===== src/rtl/rc_pkg.sv =====
// Shared definitions for the row-column interleaver.
// Assumes: one clock domain, phases advance strictly fill -> handover -> drain.
package rc_pkg;
    typedef enum logic [1:0] {
        PH_FILL  = 2'd0,
        PH_HAND  = 2'd1,
        PH_DRAIN = 2'd2
    } phase_t;
endpackage


===== src/rtl/rc_phase_ctrl.sv =====
// Phase sequencer: counts accepted rows in the fill phase, inserts one
// handover cycle, then counts columns in the drain phase.
// Assumes: in_valid is known after reset; ROWS and COLS are at least 2.
module rc_phase_ctrl
    import rc_pkg::*;
#(
    parameter int ROWS = 32,
    parameter int COLS = 40,
    localparam int RW  = $clog2(ROWS),
    localparam int CW  = $clog2(COLS)
) (
    input  logic          clk,
    input  logic          rst_n,
    input  logic          in_valid,
    output logic          in_ready,
    output logic          wr_en,
    output logic [RW-1:0] wr_row,
    output logic          rd_en,
    output logic [CW-1:0] rd_col
);
    localparam logic [RW-1:0] ROW_LAST = RW'(ROWS - 1);
    localparam logic [CW-1:0] COL_LAST = CW'(COLS - 1);

    phase_t        phase;
    logic [RW-1:0] wr_cnt;
    logic [CW-1:0] rd_cnt;

    // Sequence the phases and step the row and column counters.
    always_ff @(posedge clk) begin
        if (!rst_n) begin
            phase  <= PH_FILL;
            wr_cnt <= '0;
            rd_cnt <= '0;
        end else begin
            case (phase)
                PH_FILL: begin
                    if (in_valid) begin
                        if (wr_cnt == ROW_LAST) begin
                            wr_cnt <= '0;
                            phase  <= PH_HAND;
                        end else begin
                            wr_cnt <= wr_cnt + 1'b1;
                        end
                    end
                end
                PH_HAND: begin
                    rd_cnt <= '0;
                    phase  <= PH_DRAIN;
                end
                PH_DRAIN: begin
                    if (rd_cnt == COL_LAST) begin
                        rd_cnt <= '0;
                        phase  <= PH_FILL;
                    end else begin
                        rd_cnt <= rd_cnt + 1'b1;
                    end
                end
                default: phase <= PH_FILL;
            endcase
        end
    end

    // Decode the phase into the strobes seen by the array and the ports.
    always_comb begin
        in_ready = (phase == PH_FILL);
        wr_en    = (phase == PH_FILL) && in_valid;
        rd_en    = (phase == PH_DRAIN);
        wr_row   = wr_cnt;
        rd_col   = rd_cnt;
    end

    // leaving reset lands in the fill phase with both counters cleared.
    p_reset_state_r1: assert property (@(posedge clk) disable iff (!rst_n)
        $past(!rst_n) |-> (phase == PH_FILL && wr_cnt == '0 && rd_cnt == '0));

    // every accepted word short of the last moves the row count by one.
    p_row_step_r2: assert property (@(posedge clk) disable iff (!rst_n)
        (phase == PH_FILL && in_valid && wr_cnt != ROW_LAST)
        |=> (phase == PH_FILL && wr_cnt == $past(wr_cnt) + 1'b1));

    // the last accepted row is followed by the handover, then drain column 0.
    p_hand_entry_r4: assert property (@(posedge clk) disable iff (!rst_n)
        (phase == PH_FILL && in_valid && wr_cnt == ROW_LAST) |=> (phase == PH_HAND));
    p_hand_exit_r4: assert property (@(posedge clk) disable iff (!rst_n)
        (phase == PH_HAND) |=> (phase == PH_DRAIN && rd_cnt == '0));

    // the drain walks columns one per cycle without leaving early.
    p_col_step_r5: assert property (@(posedge clk) disable iff (!rst_n)
        (phase == PH_DRAIN && rd_cnt != COL_LAST)
        |=> (phase == PH_DRAIN && rd_cnt == $past(rd_cnt) + 1'b1));

    // the final column hands control back to filling from row 0.
    p_refill_r6: assert property (@(posedge clk) disable iff (!rst_n)
        (phase == PH_DRAIN && rd_cnt == COL_LAST) |=> (phase == PH_FILL && wr_cnt == '0));

    // an idle fill cycle leaves the row count where it was.
    p_idle_hold_r7: assert property (@(posedge clk) disable iff (!rst_n)
        (phase == PH_FILL && !in_valid) |=> (phase == PH_FILL && $stable(wr_cnt)));
endmodule


===== src/rtl/rc_row_store.sv =====
// Flip-flop array of ROWS words of COLS bits; one row written per enabled
// cycle, all rows visible in parallel for column extraction.
// Assumes: wr_row < ROWS whenever wr_en is high.
module rc_row_store #(
    parameter int ROWS = 32,
    parameter int COLS = 40,
    localparam int RW  = $clog2(ROWS)
) (
    input  logic                       clk,
    input  logic                       rst_n,
    input  logic                       wr_en,
    input  logic [RW-1:0]              wr_row,
    input  logic [COLS-1:0]            wr_data,
    output logic [ROWS-1:0][COLS-1:0]  rows_o
);
    logic [COLS-1:0] row_q [ROWS];
    logic [ROWS-1:0] row_we;

    for (genvar r = 0; r < ROWS; r++) begin : g_row
        // Row write enable: one row selected by the fill counter.
        assign row_we[r] = wr_en && (wr_row == RW'(r));

        // Hold one row; cleared by reset, loaded when its enable is set.
        always_ff @(posedge clk) begin
            if (!rst_n) begin
                row_q[r] <= '0;
            end else if (row_we[r]) begin
                row_q[r] <= wr_data;
            end
        end

        assign rows_o[r] = row_q[r];
    end

    // the addressed row holds the written word on the following cycle.
    p_row_load_r2: assert property (@(posedge clk) disable iff (!rst_n)
        wr_en |=> (rows_o[$past(wr_row)] == $past(wr_data)));

    // without a write strobe no row of the array changes.
    p_array_hold_r3: assert property (@(posedge clk) disable iff (!rst_n)
        !wr_en |=> $stable(rows_o));

    // At most one row is enabled in any cycle.
    p_one_row_r2: assert property (@(posedge clk) disable iff (!rst_n)
        $onehot0(row_we));
endmodule


===== src/rtl/rc_col_select.sv =====
// Column extraction: picks bit rd_col of every row to form a ROWS-bit word,
// and drives zeros when no column is being read.
// Assumes: rd_col < COLS whenever rd_en is high.
module rc_col_select #(
    parameter int ROWS = 32,
    parameter int COLS = 40,
    localparam int CW  = $clog2(COLS)
) (
    input  logic                       clk,
    input  logic                       rst_n,
    input  logic [ROWS-1:0][COLS-1:0]  rows_i,
    input  logic                       rd_en,
    input  logic [CW-1:0]              rd_col,
    output logic [ROWS-1:0]            col_o
);
    logic [COLS-1:0] col_oh;

    for (genvar c = 0; c < COLS; c++) begin : g_col
        // Column read enable: one column selected by the drain counter.
        assign col_oh[c] = rd_en && (rd_col == CW'(c));
    end

    for (genvar r = 0; r < ROWS; r++) begin : g_bit
        // Output bit r: the selected bit of row r.
        assign col_o[r] = |(rows_i[r] & col_oh);
    end

    // a drain cycle always addresses exactly one existing column.
    p_col_valid_r5: assert property (@(posedge clk) disable iff (!rst_n)
        rd_en |-> $onehot(col_oh));
endmodule


===== src/rtl/rc_interleaver.sv =====
// Row-column block interleaver on one register array: fills ROWS words of
// COLS bits row by row, waits one handover cycle, drains COLS words of ROWS
// bits column by column, and repeats.
// Assumes: single clock; producer may offer words at any time.
module rc_interleaver #(
    parameter int ROWS = 32,
    parameter int COLS = 40,
    localparam int RW  = $clog2(ROWS),
    localparam int CW  = $clog2(COLS)
) (
    input  logic            clk,
    input  logic            rst_n,
    input  logic [COLS-1:0] in_data,
    input  logic            in_valid,
    output logic            in_ready,
    output logic [ROWS-1:0] out_data,
    output logic            out_valid
);
    logic                      wr_en;
    logic [RW-1:0]             wr_row;
    logic                      rd_en;
    logic [CW-1:0]             rd_col;
    logic [ROWS-1:0][COLS-1:0] rows;

    rc_phase_ctrl #(.ROWS(ROWS), .COLS(COLS)) u_ctrl (
        .clk      (clk),
        .rst_n    (rst_n),
        .in_valid (in_valid),
        .in_ready (in_ready),
        .wr_en    (wr_en),
        .wr_row   (wr_row),
        .rd_en    (rd_en),
        .rd_col   (rd_col)
    );

    rc_row_store #(.ROWS(ROWS), .COLS(COLS)) u_store (
        .clk     (clk),
        .rst_n   (rst_n),
        .wr_en   (wr_en),
        .wr_row  (wr_row),
        .wr_data (in_data),
        .rows_o  (rows)
    );

    rc_col_select #(.ROWS(ROWS), .COLS(COLS)) u_sel (
        .clk    (clk),
        .rst_n  (rst_n),
        .rows_i (rows),
        .rd_en  (rd_en),
        .rd_col (rd_col),
        .col_o  (out_data)
    );

    assign out_valid = rd_en;

    // the block never accepts and emits in the same cycle.
    p_excl_r9: assert property (@(posedge clk) disable iff (!rst_n)
        !(in_ready && out_valid));

    // after the final row is taken, one cycle is silent on both sides.
    p_silent_hand_r4: assert property (@(posedge clk) disable iff (!rst_n)
        (in_ready && in_valid && wr_row == RW'(ROWS - 1)) |=> (!in_ready && !out_valid));

    // the output word is quiet whenever it is not valid.
    p_quiet_out_r8: assert property (@(posedge clk) disable iff (!rst_n)
        !out_valid |-> (out_data == '0));
endmodule


===== config.mk =====
export PLATFORM = sky130hd
export DESIGN_NAME = rc_interleaver
export DESIGN_NICKNAME = d
export VERILOG_FILES = /design/src/rtl/rc_pkg.sv /design/src/rtl/rc_phase_ctrl.sv /design/src/rtl/rc_row_store.sv /design/src/rtl/rc_col_select.sv /design/src/rtl/rc_interleaver.sv
export SDC_FILE = /design/constraint.sdc
export NUM_CORES = 2
export LEC_CHECK = 0
export ABC_AREA = 1
export BUFFER_PORTS_ARGS = -buffer_cell sky130_fd_sc_hd__buf_4
export CORE_UTILIZATION = 29
export DETAILED_ROUTE_END_ITERATION = 10
export GPL_TIMING_DRIVEN = 0
export PLACE_DENSITY = 0.47
export REMOVE_ABC_BUFFERS = 1
export SYNTH_ARGS = -nofsm -noshare
export SYNTH_HDL_FRONTEND = slang
export SYNTH_SLANG_ARGS = --single-unit

===== constraint.sdc =====
create_clock -name clk -period 6.4 [get_ports clk]
set_input_delay 0 -clock clk [delete_from_list [all_inputs] [get_ports clk]]
set_output_delay 0 -clock clk [all_outputs]
set_load 0.005 [all_outputs]

==> results.cfg <==
[outcome]
status = completed

[drt]
vias = 41100
dr.pass1.iters = 6
antenna_left = 0
via_per_inst = 4.94
route.detailed.drc = 0
wl_mm = 204
drt-initial-drc-count = 4681
wl_per_cell_um = 24.5

[power_and_ir_drop]
irDropWorstVdd_uv = 238
cellLeakagePower_nw = 27.3
switching_share = 0.229
pwr-share-comb = 0.047
clockPowerShare = 0.433
pwr-share-seq = 0.520
p_int_mw = 14.4
powerDensity_mw_per_mm2 = 279
switching_power_mw = 4.28

[critical_path]
startpoint = u_ctrl.phase[0]
crit_type = register to output port
crit_chain = inv_1, ha_1, nand3_1, nor2_4, buf_12, nand2_1, nand2_1, nor2_1, nand2_1, nor2_1, nand3_1, buf_4
worstPathMaxFanout = 17
worstSetupEndpointType = output port
timing.rr.start = u_ctrl.phase[0]
max_stage_delay_ns = 1.22
cpMostUsedCell = nand2_1
timing.rr.end = u_store.row_q[1][295]
crit_path_start_kind = register
rrSetupSlack_ns = 2.45
reg2reg_depth = 8
critPathTopFamily = simple AND/OR/NAND/NOR gates
critical_path_buf_inv_count = 3
required_ns = 6.40
arrival_ns = 4.78
slowest_stage = nor2_4

[die]
ios = 77
die_h_um = 442
die_w_um = 442
num_rows = 161
initial_core_util = 0.292
coreArea_mm2 = 0.193
dieArea_mm2 = 0.196

[place]
port_buffers = 76
hpwl_mm = 125
gp_congestion = 0.766
placed_area_mm2 = 0.0621
post-place-ws_ns = 2.42

[timing]
skew_ns = 0.0175
finalSetupViolations = 0
hold_slack_ns = 0.0671
period_needed_ns = 4.78
timing.fmax_ghz = 0.209
hold_viol = 0
tightest_slew_ns = 1.36
setup_slack_ns = 1.62
rsz0062_at_grt = false
slew_headroom = 0.0937
fin_crit_sh = 0.746
drv_slew = 0

[final_layout]
n_fill_cell = 19300
drive_above_1_share = 0.0952
multiInputGateArea_mm2 = 0.0162
area_delta_synth_final_pct = 19.1
fin_area_mm2 = 0.0670
nNetsFinal = 5742
regArea_mm2 = 0.0387

[cts]
cts_resized = 0
root_buffer = clkbuf_16
cts_buffers = 144
cts_setup_buffers = 0
htree_levels = 4
clock_latency_ns = 0.81
tritoncts = yes
clkSinkCount = 1293
hold_buffers = 41
clkTransAtPathRegs_ns = 0.06
clk_path_buf_depth = 3

[synth]
synth-adder-area-share = 0.00289
synth-compound-area-share = 0.00247
avgSynthCellArea_um2 = 9.87
netlist.area_leader.share = 0.683
synth-xor-area-share = 0.000467
async_flop_share = 0
yosys_warnings = 0
synth_edf_count = 1280
synth_seq_cells = 1293
synth_area_leaders = edfxtp_1 68%, nor2_1 11%, nand2_1 11%
synthTopCellsByCount = 1704 x nor2_1, 1660 x nand2_1, 1280 x edfxtp_1, 451 x nand3_1, 325 x clkbuf_1
seq_area_frac_synth = 0.688
synth-main-ff-cell = edfxtp_1
yosys.cell_count.top_type = nor2_1
yosysTopAreaCell = edfxtp_1
syn-instance-count = 5698
syn_area_mm2 = 0.0563
synth.mux.area_fraction = 0
yosys.area_share.simple = 0.271
synth_cell_type_count = 24
synth_top_family_by_area = simple AND/OR/NAND/NOR gates

[global_routing]
grtUsageTotal = 0.205
grt_max_degree = 71
antenna_found_initial = 4
grt_first_pass_wirelength_mm = 285
gr-total-overflow = 0
grt_pass1_vias = 37600

[min_path]
worstHoldStart = rst_n
hold_path_end = u_ctrl.rd_col[1]
hp-class = input pin to register
worstHoldPathCells = 3

[job]
cap_violations = 0
## worst reg2reg max path, cell delays in order, from the launching register on
cell and delay (ns):
dfxtp_1 0.33, inv_1 0.09, ha_1 0.34, nand2_1 0.30
nor2_4 0.52, clkinv_1 0.73, o31ai_4 0.88, buf_8 0.27
buf_8 0.20
## flip-flops by register name (all words and copies together), names as in the netlist
signal,cells
u_store.row_q,1280
u_ctrl.phase,2
u_ctrl.rd_col,6
u_ctrl.wr_row,5
## logic make-up after synthesis
kind of cell,after synthesis
buffers and inverters,493
XOR/XNOR,3
AND/OR/NAND/NOR,3874
adder cells (fa/ha/maj),13
flip-flops,1293
AO/OA/AOI/OAI,22
## per-stage QoR
| step | utilization | total power [mW] | setup TNS, ns | instances |
|---|---|---|---|---|
| 4_1_cts | 0.348 | 18.8 | 0 | 8325 |
| 2_1_floorplan | - | 10.2 | -54.84 | 5279 |
| 5_1_grt | 0.348 | 19.1 | 0 | 8326 |
| 3_5_place_dp | 0.323 | 10.7 | 0 | 8025 |
| 3_3_place_gp | 0.303 | 10.6 | -1178.81 | 7881 |
| 6_report | 0.348 | 18.7 | 0 | 8326 |
## power groups by stage
| stage | registers [mW] | clock network [mW] | logic, mW |
|---|---|---|---|
| floorplan | 9.88 | 0 | 0.295 |
| global placement | 9.91 | 0 | 0.705 |
| detailed placement | 9.89 | 0 | 0.860 |
| CTS | 9.71 | 8.17 | 0.881 |
| global route | 9.74 | 8.49 | 0.911 |
| finish | 9.71 | 8.08 | 0.880 |
## per-layer routing
layer,up-vias,routed length (um),global-route usage
met2,1668,94200,0.325
met3,261,16100,0.0284
met1,20500,89100,0.292
li1,18700,-,-
met5,-,0,0
met4,0,4990,0.0590
## final cells by class
type / instances / share of cell area
Antenna cell: 1 / 0.0000373
Clock buffer: 191 / 0.0583
Clock inverter: 68 / 0.00848
Inverter: 74 / 0.00459
Multi-Input combinational cell: 3912 / 0.241
Sequential cell: 1293 / 0.578
Tap cell: 2526 / 0.0472
Timing Repair Buffer: 261 / 0.0624
## worst max-delay path by stage
stage                     slack, ns  cells past startpoint                     to
after floorplan               -1.72                     10           out_data[11]
after global placement        -9.77                     11           out_data[16]
after detailed placement       2.42                      8  u_store.row_q[1][295]
after CTS                      1.58                     12           out_data[20]
after global routing           1.46                     12            out_data[0]
final                          1.62                     12           out_data[20]
## cell usage in the layout, fill, tap and decap left out, types with 16 or more instances in the layout
| cell type | synthesis | layout |
|---|---|---|
| buf_12 | 0 | 83 |
| buf_16 | 0 | 50 |
| buf_4 | 3 | 76 |
| clkbuf_1 | 325 | 41 |
| clkbuf_16 | 0 | 150 |
| clkinv_1 | 2 | 37 |
| clkinv_2 | 0 | 16 |
| dlygate4sd3_1 | 0 | 41 |
| edfxtp_1 | 1280 | 1280 |
| inv_1 | 70 | 29 |
| inv_2 | 2 | 31 |
| nand2_1 | 1660 | 1636 |
| nand2_2 | 1 | 25 |
| nand3_1 | 451 | 419 |
| nand3_2 | 0 | 32 |
| nand4_1 | 44 | 44 |
| nor2_1 | 1704 | 1673 |
| nor2_4 | 2 | 39 |
Note: power is estimated with default switching activity, not from simulation.
